[config.mk]
export PLATFORM = sky130hd
export DESIGN_NAME = regsec_addr_seq
export DESIGN_NICKNAME = d
export VERILOG_FILES = /design/src/rtl/regsec_pkg.sv /design/src/rtl/regsec_rst_sync.sv /design/src/rtl/regsec_decode.sv /design/src/rtl/regsec_step.sv /design/src/rtl/regsec_wgate.sv /design/src/rtl/regsec_addr_seq.sv
export SDC_FILE = /design/constraint.sdc
export NUM_CORES = 1
export LEC_CHECK = 0
export CAP_MARGIN = 10
export CORE_ASPECT_RATIO = 1.5
export CORE_MARGIN = 2
export CORE_UTILIZATION = 35
export CTS_CLUSTER_DIAMETER = 80
export DETAILED_ROUTE_END_ITERATION = 16
export GPL_TIMING_DRIVEN = 0
export MAX_ROUTING_LAYER = met4
export SLEW_MARGIN = 20
export SYNTH_ARGS = -nofsm -noshare
export SYNTH_HDL_FRONTEND = slang
export SYNTH_SLANG_ARGS = --single-unit
[constraint.sdc]
create_clock -name clk -period 0.8 [get_ports clk]
set_input_delay 0.08 -clock clk [delete_from_list [all_inputs] [get_ports clk]]
set_output_delay 0.08 -clock clk [all_outputs]
set_load 0.05 [all_outputs]
[src/rtl/regsec_pkg.sv]
package regsec_pkg;
  localparam int ADDR_W  = 6;
  localparam int NUM_SEC = 5;
  localparam int SEC_W   = 3;

  typedef logic [ADDR_W-1:0] addr_t;
  typedef logic [SEC_W-1:0]  sec_t;

  // Section order: alarm 0, alarm 1, control, time, status
  localparam addr_t SEC_BASE   [NUM_SEC] = '{6'h00, 6'h08, 6'h10, 6'h30, 6'h3F};
  localparam int    SEC_LOG2   [NUM_SEC] = '{3, 3, 0, 3, 0};
  localparam logic  SEC_SINGLE [NUM_SEC] = '{1'b0, 1'b0, 1'b0, 1'b0, 1'b1};
  localparam logic  SEC_GUARD  [NUM_SEC] = '{1'b1, 1'b1, 1'b1, 1'b1, 1'b0};
  localparam sec_t  SEC_RSV = sec_t'(NUM_SEC);

  function automatic addr_t sec_mask(int lg);
    return addr_t'({ADDR_W{1'b1}} << lg);
  endfunction
endpackage

[src/rtl/regsec_rst_sync.sv]
module regsec_rst_sync (
  input  logic clk,
  input  logic rst_n,
  output logic rst_sync_n
);
  logic meta_q;
  logic sync_q;

  always_ff @(posedge clk or negedge rst_n) begin
    if (!rst_n) begin
      meta_q <= 1'b0;
      sync_q <= 1'b0;
    end else begin
      meta_q <= 1'b1;
      sync_q <= meta_q;
    end
  end

  assign rst_sync_n = sync_q;
endmodule

[src/rtl/regsec_decode.sv]
module regsec_decode
  import regsec_pkg::*;
(
  input  addr_t addr_i,
  output sec_t  sec_o
);
  logic [NUM_SEC-1:0] hit;

  for (genvar g = 0; g < NUM_SEC; g++) begin : g_sec
    localparam addr_t MASK = sec_mask(SEC_LOG2[g]);
    assign hit[g] = ((addr_i & MASK) == (SEC_BASE[g] & MASK));
  end

  always_comb begin
    sec_o = SEC_RSV;
    for (int i = NUM_SEC - 1; i >= 0; i--) begin
      if (hit[i]) sec_o = sec_t'(i);
    end
  end
endmodule

[src/rtl/regsec_step.sv]
module regsec_step
  import regsec_pkg::*;
(
  input  addr_t addr_i,
  input  sec_t  sec_i,
  output addr_t next_o,
  output logic  single_o
);
  addr_t cand [NUM_SEC];
  addr_t inc;

  assign inc = addr_i + addr_t'(1);

  for (genvar g = 0; g < NUM_SEC; g++) begin : g_wrap
    localparam addr_t MASK = sec_mask(SEC_LOG2[g]);
    assign cand[g] = (addr_i & MASK) | (inc & ~MASK);
  end

  always_comb begin
    next_o   = addr_i;
    single_o = 1'b1;
    for (int i = 0; i < NUM_SEC; i++) begin
      if (sec_i == sec_t'(i)) begin
        next_o   = cand[i];
        single_o = SEC_SINGLE[i];
      end
    end
  end
endmodule

[src/rtl/regsec_wgate.sv]
module regsec_wgate
  import regsec_pkg::*;
(
  input  sec_t sec_i,
  input  logic act_i,
  input  logic wr_i,
  input  logic term_i,
  input  logic wel_i,
  input  logic rwel_i,
  output logic wr_ok_o
);
  logic guard;

  always_comb begin
    guard = 1'b1;
    for (int i = 0; i < NUM_SEC; i++) begin
      if (sec_i == sec_t'(i)) guard = SEC_GUARD[i];
    end
  end

  assign wr_ok_o = act_i & wr_i & ~term_i & (~guard | (wel_i & rwel_i));
endmodule

[src/rtl/regsec_addr_seq.sv]
module regsec_addr_seq
  import regsec_pkg::*;
(
  input  logic        clk,
  input  logic        rst_n,
  input  logic        start_i,
  input  logic        load_i,
  input  logic [5:0]  start_addr_i,
  input  logic        rw_i,
  input  logic        adv_i,
  input  logic        stop_i,
  input  logic        wel_i,
  input  logic        rwel_i,
  output logic [5:0]  addr_o,
  output logic        wr_ok_o,
  output logic        term_o
);
  logic  rst_int_n;
  addr_t addr_q, addr_n, cand_addr, step_addr;
  sec_t  sec_q, sec_n, cand_sec;
  logic  act_q, act_n, wr_q, wr_n, term_q, term_n;
  logic  single, en;

  regsec_rst_sync u_rst (.clk(clk), .rst_n(rst_n), .rst_sync_n(rst_int_n));

  assign cand_addr = load_i ? start_addr_i : addr_q;

  regsec_decode u_dec (.addr_i(cand_addr), .sec_o(cand_sec));

  regsec_step u_step (
    .addr_i(addr_q), .sec_i(sec_q), .next_o(step_addr), .single_o(single)
  );

  regsec_wgate u_gate (
    .sec_i(sec_q), .act_i(act_q), .wr_i(wr_q), .term_i(term_q),
    .wel_i(wel_i), .rwel_i(rwel_i), .wr_ok_o(wr_ok_o)
  );

  assign en = start_i | (act_q & (adv_i | stop_i));

  always_comb begin
    addr_n = addr_q;
    sec_n  = sec_q;
    act_n  = act_q;
    wr_n   = wr_q;
    term_n = term_q;
    if (start_i) begin
      addr_n = cand_addr;
      sec_n  = cand_sec;
      act_n  = 1'b1;
      wr_n   = rw_i;
      term_n = (cand_sec == SEC_RSV);
    end else if (act_q) begin
      if (adv_i && !term_q) begin
        if (single) term_n = 1'b1;
        else        addr_n = step_addr;
      end
      if (stop_i) act_n = 1'b0;
    end
  end

  always_ff @(posedge clk or negedge rst_int_n) begin
    if (!rst_int_n) begin
      addr_q <= '0;
      sec_q  <= '0;
      act_q  <= 1'b0;
      wr_q   <= 1'b0;
      term_q <= 1'b0;
    end else if (en) begin
      addr_q <= addr_n;
      sec_q  <= sec_n;
      act_q  <= act_n;
      wr_q   <= wr_n;
      term_q <= term_n;
    end
  end

  assign addr_o = addr_q;
  assign term_o = term_q;
endmodule

### Word-level counts from Yosys, hierarchy flattened

Cells that the tools add are included.

* bits in registers: 14
* input port bits: 15
* logic and storage cells: 68

* add/sub/neg operators: 1
* eq/ne operators: 12
* mux-type cells: 27
* bitwise logic cells: 10
* reduce and logical (&&, ||, !) cells: 11

Operators with widths (count)
* $mux W6: 10
* $mux W1: 13
* $mux W3: 4
* $eq A3 B3 Y1 const B: 3
* $reduce_and A7 Y1: 1
* $eq A3 B1 Y1 const B: 2
* $eq A3 B2 Y1 const B: 2
* $eq A6 B5 Y1 const B: 1
* $eq A6 B6 Y1 const B: 1
* $logic_not A6 Y1: 1
* $or A6 B3 Y6: 1
* $reduce_bool A2 Y1: 3
* $and A1 B1 Y1: 5
* $ne A2 B2 Y1 const B: 2
* $reduce_and A4 Y1: 1
* $reduce_bool A4 Y1: 1
* $add A3 B1 Y3 const B: 1
* $logic_not A3 Y1: 1
* $ne A3 B3 Y1 const B: 1
* $or A1 B1 Y1: 3
* $reduce_and A2 Y1: 1
* $logic_and A1 B1 Y1: 1
* $logic_not A1 Y1: 1
* $not A1 Y1: 1

### Logic depth before layout (Yosys ltp)

* word-level depth: 11
* mapped depth: 6

### Modules after synthesis

A second synthesis with hierarchy kept.

* cell total of the unflattened synthesis: 81
* area total of the unflattened synthesis: 853.3 µm²

By module, submodules not included
* regsec_addr_seq: instances 1, cells each 54, area an instance 608.1 µm²
* regsec_step: instances 1, cells each 11, area an instance 103.8 µm²
* regsec_decode: instances 1, cells each 9, area an instance 58.8 µm²
* regsec_rst_sync: instances 1, cells each 3, area an instance 53.8 µm²
* regsec_wgate: instances 1, cells each 4, area an instance 28.8 µm²

### Worst setup path after synthesis

OpenSTA, ideal clock, no wires.

* kind: register -> output
* from: register term_q (netlist: term_o)
* to: output port wr_ok_o
* arrival time: 1733 ps
* path slack: -1013 ps
* stages on the path, launching flop included: 2
* path through: dfrtp_1 nor3_1

* longest elaborated chain between the ends: 3

Ends and longest elaborated chain
* from (decl): line regsec_addr_seq.sv:21 `logic act_q, act_n, wr_q, wr_n, term_q, term_n;`
* from (signal assigned): line regsec_addr_seq.sv:74 `term_q <= term_n;`
* $not A1 Y1: line regsec_wgate.sv:21 `assign wr_ok_o = act_i & wr_i & ~term_i & (~guard | (wel_i & rwel_i));`
* $and A1 B1 Y1 (2 in series): line regsec_wgate.sv:21
* to (decl): line regsec_addr_seq.sv:15 `output logic wr_ok_o,`

No other way between the ends.

### Final worst setup path

* from: register addr_q[5] (netlist: addr_o[5])
* to: register term_q (netlist: term_o)

* longest elaborated chain between the ends: 9
* elaborated cells on any way between the ends: 13

Ends and longest elaborated chain
* from (decl): line regsec_addr_seq.sv:19 `addr_t addr_q, addr_n, cand_addr, step_addr;`
* from (signal assigned): line regsec_addr_seq.sv:70 `addr_q <= addr_n;`
* $mux W6 *: line regsec_addr_seq.sv:26 `assign cand_addr = load_i ? start_addr_i : addr_q;`
* $eq A6 B6 Y1: line regsec_decode.sv:11 `assign hit[g] = ((addr_i & MASK) == (SEC_BASE[g] & MASK));`
* $mux W1: line regsec_decode.sv:17 `if (hit[i]) sec_o = sec_t'(i);`
* $mux W3 (3 in series): line regsec_decode.sv:17
* $mux W3 *: line regsec_decode.sv:17
* $eq A3 B3 Y1 *: line regsec_addr_seq.sv:52 `term_n = (cand_sec == SEC_RSV);`
* $mux W1 *: line regsec_addr_seq.sv:47 `if (start_i) begin`

Every way passes the cells marked *; elsewhere a longest branch is shown, timed or not.
A chain may end at the register's enable or synchronous reset.

==> results_dict.tcl <==
set metrics [dict create \
    outcome "complete, but fails checks" \
    violations "setup timing" \
    antenna_found_initial 0 \
    cts_tree "yes" \
    drive_above_1_share_pct 41.2 \
    grt_pass1_vias 733 \
    critPathTopFamily "compound AO/OA/AOI/OAI gates" \
    cp-start-kind "flop" \
    finalClockSkew_ns 0.00412 \
    end_kind "flop" \
    fp.dieArea_sq_um 2660 \
    globalRouteOverflowTotal 0 \
    chipWidth_um 42.8 \
    netlist_instances 82 \
    pin_count 23 \
    io_buffers 21 \
    cellLeakagePower_nw 0.551 \
    die_h_um 62.2 \
    reg2reg_to "term_o$_DFFE_PN0P_" \
    crit_path_cell_trace "nor2b_1 > nand4_1 > a21oi_1 > o21ai_2 > a41o_1" \
    finalMaxSlewViolations 0 \
    avgSynthCellArea_sq_um 9.64 \
    drt_iter0_drc 17 \
    synth_cell_type_count 34 \
    reg2regPathDepth 5 \
    gp_congestion 0.875 \
    drcViolationCount 0 \
    nets 136 \
    path_max_fanout 4 \
    syn_nets 98 \
    root_buffer "clkbuf_4" \
    final_common_cell "buf_6" \
    crit_path_top_delay_cell "dfrtp_2" \
    clk_latency_ns 0.28 \
    synth_top_cells_by_area "dfrtp_1 44%, mux2_2 7.1%, inv_1 2.8%, a41o_1 2.5%, mux2i_1 2.5%" \
    cp.arrival_ns 1.60 \
    period_share_pct 179 \
    drv_cap 0 \
    holdWs_ns 0.206 \
    fin_ws_ns -0.628 \
    clk_pin_slew_ns 0.08 \
    ys_warn_count 0 \
    worst_ep_required_time_ns 0.97 \
    path_class "reg2reg" \
    hold_violations 0 \
    coreArea_sq_um 2180 \
    fin_crit_ns 1.43 \
    totalWireLength_um 2130 \
    cts_sinks 14 \
    hp-class "reg2async" \
    post_drt_wl_per_cell_um 15.0 \
    post-synth-top-area-cell "dfrtp_1" \
    cts_buffers 3 \
    ir_drop_uv 1470 \
    setup_violations 17 \
    hpwl_um 1330 \
    max_freq_ghz 0.700 \
    yosysTopAreaCellShare_pct 44.3 \
    postSynth.asyncResetShare_pct 100 \
    grt_pass1_wl_um 3420 \
    clockBufferDepth 2 \
    rsz0062_at_grt "yes" \
    reg2reg_slack_ns -0.63 \
    p_per_area_nw_per_um2 2130 \
    fp-row-count 21 \
    layout_common_cells "12 x buf_6, 11 x clkdlybuf4s50_1, 8 x dfrtp_1" \
    ys_seq_area_share_pct 44.3 \
    post_drt_via_cell_ratio 5.56 \
    via_count 790 \
    ys_ff_latch 14 \
    syn_area_sq_um 791 \
    num_antenna_cells 0 \
    cts.htree.levels 1 \
    grt_max_degree 13 \
    crit_buf_inv 0 \
    max_stage_delay_ns 0.41 \
    area_growth_pct 67.1 \
    start_util_pct 36.3 \
    synth_edf_count 0 \
    pre_cts_ws_ns -0.857 \
    grtUsageTotal_pct 17.3 \
    synth_ff_type "dfrtp_1" \
    firstDrtPassIters 4 \
    ant_nets 0 \
    r2r_start "addr_o[5]$_DFFE_PN0P_" \
]
## through the flow
| stage | std cells | power [mW] | setup TNS [ns] | cell area (sq um) | util, % |
|---|---|---|---|---|---|
| final | 142 | 2.82 | -6.22 | 1320 | 60.6 |
| after floorplan | 82 | 1.54 | -4.61 | 807 | - |
| after detailed placement | 126 | 1.86 | -11.58 | 1050 | 48.0 |
| after global placement | 126 | 1.85 | -11.45 | 1050 | 48.0 |
| after CTS | 139 | 2.68 | -6.06 | 1240 | 57.1 |
| after global routing | 142 | 2.98 | -7.09 | 1320 | 60.6 |
## Yosys cell counts (2+ instances only)
library cell and instances:
a21oi_1 3, a22oi_1 2, a31oi_1 2, a41o_1 2
clkbuf_1 2, dfrtp_1 14, inv_1 6, mux2_2 5
mux2i_1 2, nand2_1 4, nand2b_1 2, nand3_1 4
nor2_1 4, nor3_1 4, o21a_1 2, o21ai_0 3
o22ai_1 3, o31ai_1 2
## worst register-to-register path: stages (launching register included)
cell and delay [ns]:
dfrtp_2 0.41, nor2b_1 0.24, nand4_1 0.14, a21oi_1 0.20, o21ai_2 0.10, a41o_1 0.23
## layer usage
metal / track usage [%] / part of all wire [%] / up-vias
met3: 2.91 / 3.9 / 4
met1: 22.6 / 43 / 382
met2: 25.2 / 51 / 19
met4: 9.38 / 2.3 / 0
li1: - / - / 385
met5: - / 0 / -
## how the worst max path moves through the flow
stage / startpoint / end / cells after the start
detailed placement: rwel_i / wr_ok_o / 4
global route: addr_o[5]$_DFFE_PN0P_ / term_o$_DFFE_PN0P_ / 5
floorplan: addr_o[3]$_DFFE_PN0P_ / term_o$_DFFE_PN0P_ / 5
global placement: wel_i / wr_ok_o / 4
CTS: addr_o[3]$_DFFE_PN0P_ / term_o$_DFFE_PN0P_ / 5
finish: addr_o[5]$_DFFE_PN0P_ / term_o$_DFFE_PN0P_ / 5
## final cells by class
| class | instances | area (sq um) |
|---|---|---|
| sequential | 14 | 358 |
| tap | 23 | 28.8 |
| clock buffer | 4 | 36.3 |
| inverter | 6 | 22.5 |
| timing repair buffer | 33 | 353 |
| fill | 196 | 860 |
| buffer | 3 | 18.8 |
| multi-input combinational | 59 | 504 |
## power by group
group / leakage [nW] / switching (mW) / internal, mW
Sequential: 0.158 / 0.159 / 0.825
Combinational: 0.371 / 0.670 / 0.663
Clock: 0.0210 / 0.226 / 0.277
Total: 0.551 / 1.06 / 1.77
## flip-flops by register name (all words and copies together), names as in the netlist
signal and count:
act_q 1, u_rst.rst_sync_n 1, addr_o 6, sec_q 3
u_rst.meta_q 1, term_o 1, wr_q 1
## cells by family (layout without fill, tap and decap cells)
group / count (synthesis) / count (layout) / synth area share, %
flops: 14 / 14 / 44.3
simple gates: 24 / 24 / 16.1
compound gates: 26 / 26 / 23.4
fa+ha+maj: 1 / 1 / 1.58
mux: 7 / 7 / 9.65
buf+inv: 9 / 46 / 4.43
other cells: 1 / 1 / 0.474
## repair_timing
| item | in CTS | in global routing |
|---|---|---|
| setup endpoints to repair | 18 | 17 |
| gates resized for setup | 70 | 13 |
| hold buffers | 1 | 0 |
| buffers inserted | 8 | 3 |
| cloned | 0 | 0 |
| pin swaps | 8 | 4 |
| endpoints found under the hold margin | 2 | 0 |
No activity file was read; power rests on OpenSTA's default activity.
